--- src/rtl/vote_pkg.sv ---
package vote_pkg;
  typedef enum logic {
    VM_CMPSEL = 1'b0,
    VM_MEDIAN = 1'b1
  } vote_mode_e;

  typedef struct packed {
    logic eq_ab;
    logic eq_bc;
    logic eq_ac;
  } vote_eq_t;
endpackage

--- src/rtl/vote_eq3.sv ---
module vote_eq3 #(
  parameter int W = 8
) (
  input  logic [W-1:0]      a,
  input  logic [W-1:0]      b,
  input  logic [W-1:0]      c,
  output vote_pkg::vote_eq_t eq,
  output logic              disagree,
  output logic              alldiff
);
  always_comb begin
    eq.eq_ab = (a == b);
    eq.eq_bc = (b == c);
    eq.eq_ac = (a == c);
    disagree = ~eq.eq_ab;
    alldiff  = ~(eq.eq_ab | eq.eq_bc | eq.eq_ac);
  end
endmodule

--- src/rtl/vote_cmpsel.sv ---
module vote_cmpsel #(
  parameter int W = 8
) (
  input  logic [W-1:0] a,
  input  logic [W-1:0] c,
  input  logic         ab_match,
  output logic [W-1:0] y
);
  always_comb y = ab_match ? a : c;
endmodule

--- src/rtl/vote_median3.sv ---
module vote_median3 #(
  parameter int W = 8
) (
  input  logic [W-1:0] a,
  input  logic [W-1:0] b,
  input  logic [W-1:0] c,
  output logic [W-1:0] y
);
  logic [W-1:0] lo_ab, hi_ab, lo_hc;
  always_comb begin
    lo_ab = (a < b) ? a : b;
    hi_ab = (a < b) ? b : a;
    lo_hc = (hi_ab < c) ? hi_ab : c;
    y     = (lo_ab < lo_hc) ? lo_hc : lo_ab;
  end
endmodule

--- src/rtl/word_vote3.sv ---
module word_vote3 #(
  parameter int W = 8
) (
  input  logic         clk,
  input  logic         rst,
  input  logic         in_valid,
  input  logic         mode_med,
  input  logic [W-1:0] word_a,
  input  logic [W-1:0] word_b,
  input  logic [W-1:0] word_c,
  output logic         out_valid,
  output logic [W-1:0] out_word,
  output logic         out_disagree,
  output logic         out_alldiff
);
  import vote_pkg::*;

  vote_eq_t     eq;
  logic         dis_c, alld_c;
  logic [W-1:0] sel_cs, sel_md, sel_c;
  vote_mode_e   mode;

  assign mode = vote_mode_e'(mode_med);

  vote_eq3 #(.W(W)) u_eq (
    .a(word_a), .b(word_b), .c(word_c),
    .eq(eq), .disagree(dis_c), .alldiff(alld_c)
  );

  vote_cmpsel #(.W(W)) u_cs (
    .a(word_a), .c(word_c), .ab_match(eq.eq_ab), .y(sel_cs)
  );

  vote_median3 #(.W(W)) u_md (
    .a(word_a), .b(word_b), .c(word_c), .y(sel_md)
  );

  always_comb sel_c = (mode == VM_MEDIAN) ? sel_md : sel_cs;

  always_ff @(posedge clk) begin
    if (rst) begin
      out_valid    <= 1'b0;
      out_word     <= '0;
      out_disagree <= 1'b0;
      out_alldiff  <= 1'b0;
    end else begin
      out_valid <= in_valid;
      if (in_valid) begin
        out_word     <= sel_c;
        out_disagree <= dis_c;
        out_alldiff  <= alld_c;
      end
    end
  end

  // valid strobe follows the input strobe by one edge
  a_r7_valid_follows: assert property (@(posedge clk) disable iff (rst)
    in_valid |=> out_valid);
  a_r7_no_spurious: assert property (@(posedge clk) disable iff (rst)
    !in_valid |=> !out_valid);
  // disagree flag tracks the A/B comparison
  a_r4_disagree: assert property (@(posedge clk) disable iff (rst)
    in_valid |=> (out_disagree == ($past(word_a) != $past(word_b))));
  // result is always one whole input word
  a_r9_whole_word: assert property (@(posedge clk) disable iff (rst)
    in_valid |=> (out_word == $past(word_a) || out_word == $past(word_b)
                  || out_word == $past(word_c)));
  // idle cycles leave the result alone
  a_r8_hold: assert property (@(posedge clk) disable iff (rst)
    !in_valid |=> ($stable(out_word) && $stable(out_disagree) && $stable(out_alldiff)));
  // all-differ excludes any equal pair
  a_r6_alldiff: assert property (@(posedge clk) disable iff (rst)
    (in_valid && (word_a == word_c || word_b == word_c)) |=> !out_alldiff);
endmodule

--- config.mk ---
export PLATFORM = sky130hd
export DESIGN_NAME = word_vote3
export DESIGN_NICKNAME = d
export VERILOG_FILES = /design/src/rtl/vote_pkg.sv /design/src/rtl/vote_eq3.sv /design/src/rtl/vote_cmpsel.sv /design/src/rtl/vote_median3.sv /design/src/rtl/word_vote3.sv
export SDC_FILE = /design/constraint.sdc
export NUM_CORES = 1
export LEC_CHECK = 0
export BUFFER_PORTS_ARGS = -buffer_cell sky130_fd_sc_hd__buf_2
export CAP_MARGIN = 20
export CORE_ASPECT_RATIO = 1.5
export CORE_MARGIN = 3
export CORE_UTILIZATION = 45
export DETAILED_ROUTE_END_ITERATION = 8
export PLACE_DENSITY = 0.65
export SLEW_MARGIN = 20
export SYNTH_ARGS = -nofsm -noshare
export SYNTH_HDL_FRONTEND = slang
export SYNTH_HIERARCHICAL = 1
export SYNTH_SLANG_ARGS = --single-unit
--- constraint.sdc ---
create_clock -name clk -period 7.3 [get_ports clk]
set_clock_uncertainty 0.15 [all_clocks]
set_input_delay 0.365 -clock clk [delete_from_list [all_inputs] [get_ports clk]]
set_output_delay 0.365 -clock clk [all_outputs]
set_load 0.01 [all_outputs]
==> impl_results.md <==
* Number of synthesized flops with an enable pin at 0
* Core box area at 0.003784 mm2
* CTS clock-pin slew for the worst setup and hold paths at 0.05 ns
* PwrDens at 157.2 mW/mm2
* Post-synthesis average cell area at 8.646 um2
* Area of the multi-input gates at 0.001455 mm2
* Post-CTS Repair Setup Buffers at 0
* Synthesis-stage register bit count at 11
* Area contributors post-synth: mux2i_1 17%, ha_1 14%, dfxtp_1 12%
* Final worst path period share at 0.7818
* Synth Area in Simple Gates at 0.1139
* WP data arrival at 5.70 ns
* CP Capture Type: flop
* Layout Utilization at 0.5440
* Via count at 1523
* All-Layer GR Usage at 0.1716
* Power Total at 0.3235 mW
* Total die area at 0.004870 mm2
* Final Max Tran Viols at 0
* Largest net degree at the start of global routing at 24
* Yosys top cell area share at 0.1701
* Final instance area at 0.002058 mm2
* Filler cell count at 379
* Pre-antenna DRT Iters at 4
* Initial antenna violation count at 0
* Num rows at 27
* Post-DRT Antenna Nets at 0
* Setup Viol. Count Final at 0
* RSZ-0062 raised after global routing: false
* Crit-path leading delay family: compound AO/OA/AOI/OAI gates
* Post-Syn Area at 0.001824 mm2
* Top-count cell post-synth: mux2i_1
* Final Critical Period at 5.707 ns
* # IOs at 39
* Synth top cells by count: 31 x mux2i_1, 25 x inv_1, 24 x xnor2_1
* Resize count post-CTS at 0
* Via-per-instance ratio at 5.270
* CTS Buf Count at 3
* Placer Congestion at 0.8704
* # nets final at 296
* Reg area at 220.2 um2
* Cells after Synth at 211
* Worst path max stage delay at 0.92 ns
* Post-synthesis compound-gate area fraction at 0.1728
* DP Area at 0.002013 mm2
* Proportion of synthesized area in mux cells at 0.2517
* Post-synth net total at 260
* Initial DRC count at 46
* First-pass GRT wire length at 6.741 mm
* WP data required at 7.30 ns
* Vias in the first global route at 1463
* Area delta synth->final at 12.83%
* Diodes inserted at 0
* Starting Density at 0.4821
* Register area share after synthesis at 0.1207
* Clock insertion delay at the later pin of the skew report at 0.23 ns
* Max-slew headroom at 0.3099
* FFs w/ async S/R, synth at 0
* Worst-margin pin slew at 1.035 ns
* Status: complete, no violations
* DRC viols at 0
* Slowest CP cell: o31ai_4
* Fin. Hold Viols at 0
* Die Span X at 57.99 um
* DP HPWL at 3.506 mm
* Setup TNS at 0 ns
* Top FF cell, synth: dfxtp_1
* Final Hold Slack at 0.2931 ns
* Startpoint Class: primary input
* Critical path cell sequence: buf_2 > inv_1 > ha_1 > nand4_1 > o31ai_4 > o21ai_0 > ha_1 > nand4_1 > a21oi_1 > nand2_1 > o21ai_2 > mux2i_1 > ha_1 > a21o_1 > a21o_1 > a211oi_1 > nand2b_1 > a2111oi_4 > nor2_4 > mux2i_1 > mux2i_1 > a211oi_1
* Synth Area in Adders at 0.1440
* Synth area leader: mux2i_1
* CTS tree: built
* H-tree levels at 1
* Synth warnings at 6
* Xor and xnor area share after synthesis at 0.1152
* Yosys cell types at 31
* Remaining Overflow, GRT at 0
* Peak VDD IR at 116.6 uV
* Worst hold path class: primary input to flop
* Routed WL at 3.988 mm
* Largest family of logic cells by synthesized area: multiplexers
* WP buf/inv at 2
* Clock Sinks at 11
* PortBufs at 38
* Drt wl/cell at 13.80 um
* Fmax at 175.2 MHz
* Layout cells sized above 1 at 0.2398
* Clk buf depth at 2
* Worst Path Max Fanout at 23
* Pleak at 0.9979 nW
* Die height at 83.98 um
* Hold Buf Count CTS at 0
* Max Cap Viol at 0
* CP Class: primary input to flop
* CTS root buffer: clkbuf_8
==> final timing paths <==
kind | to | start | slack (ns) | cells after the start
max | out_word[4] | word_b[6] | 1.59 | 22
min | out_alldiff | rst | 0.29 | 2
max reg2reg | out_word[4] | out_word[4] | 6.49 | 2
min reg2reg | out_word[5] | out_word[5] | 0.33 | 2
==> stage by stage <==
stage	setup slack, ns	std cells
final	1.593	289
after global routing	1.031	289
after CTS	1.601	289
after detailed placement	1.380	285
after global placement	1.515	285
after floorplan	2.418	211
==> registers in the layout (all words and copies together), names as in the netlist <==
register,cells
out_word,8
out_alldiff,1
out_disagree,1
out_valid,1
==> cell type report <==
type	instances	area share
tap	43	0.02614
inverter	25	0.04559
timing repair buffer	38	0.09240
multi-input combinational	168	0.7070
clock buffer	4	0.02188
sequential	11	0.1070
==> cell families after synthesis <==
family / after synthesis
xor gates and xnor gates: 24
and+or+nand+nor: 43
buffers and inverters: 32
AOI/OAI and AO/OA: 39
adders and majority gates: 21
DFF: 11
muxes: 41
==> power breakdown <==
| group | switching [mW] | internal, mW |
|---|---|---|
| Sequential | 0.00255 | 0.0663 |
| Combinational | 0.107 | 0.0898 |
| Clock | 0.0198 | 0.0381 |
| Total | 0.129 | 0.194 |
==> routing by layer <==
layer,GRT usage,share of wire,vias to the layer above,wire [um]
met5,0,0,-,0
met4,0.03165,0.0053,0,21
met3,0.01084,0.034,2,135
met2,0.3158,0.53,31,2097
met1,0.2126,0.43,676,1733
li1,-,-,814,-
==> cell usage in the layout, fill, tap and decap left out, drive strengths merged <==
master	instances
a2111oi	2
a211o	1
a211oi	10
a21o	4
a21oi	6
buf	38
clkbuf	4
dfxtp	11
ha	21
inv	25
mux2	9
mux2i	32
nand2	12
nand2b	2
nand4	9
nor2	18
nor2b	1
nor3	1
o21a	2
o21ai	11
o31a	2
o31ai	1
xnor2	24
Note: power is estimated with default switching activity, not from simulation.
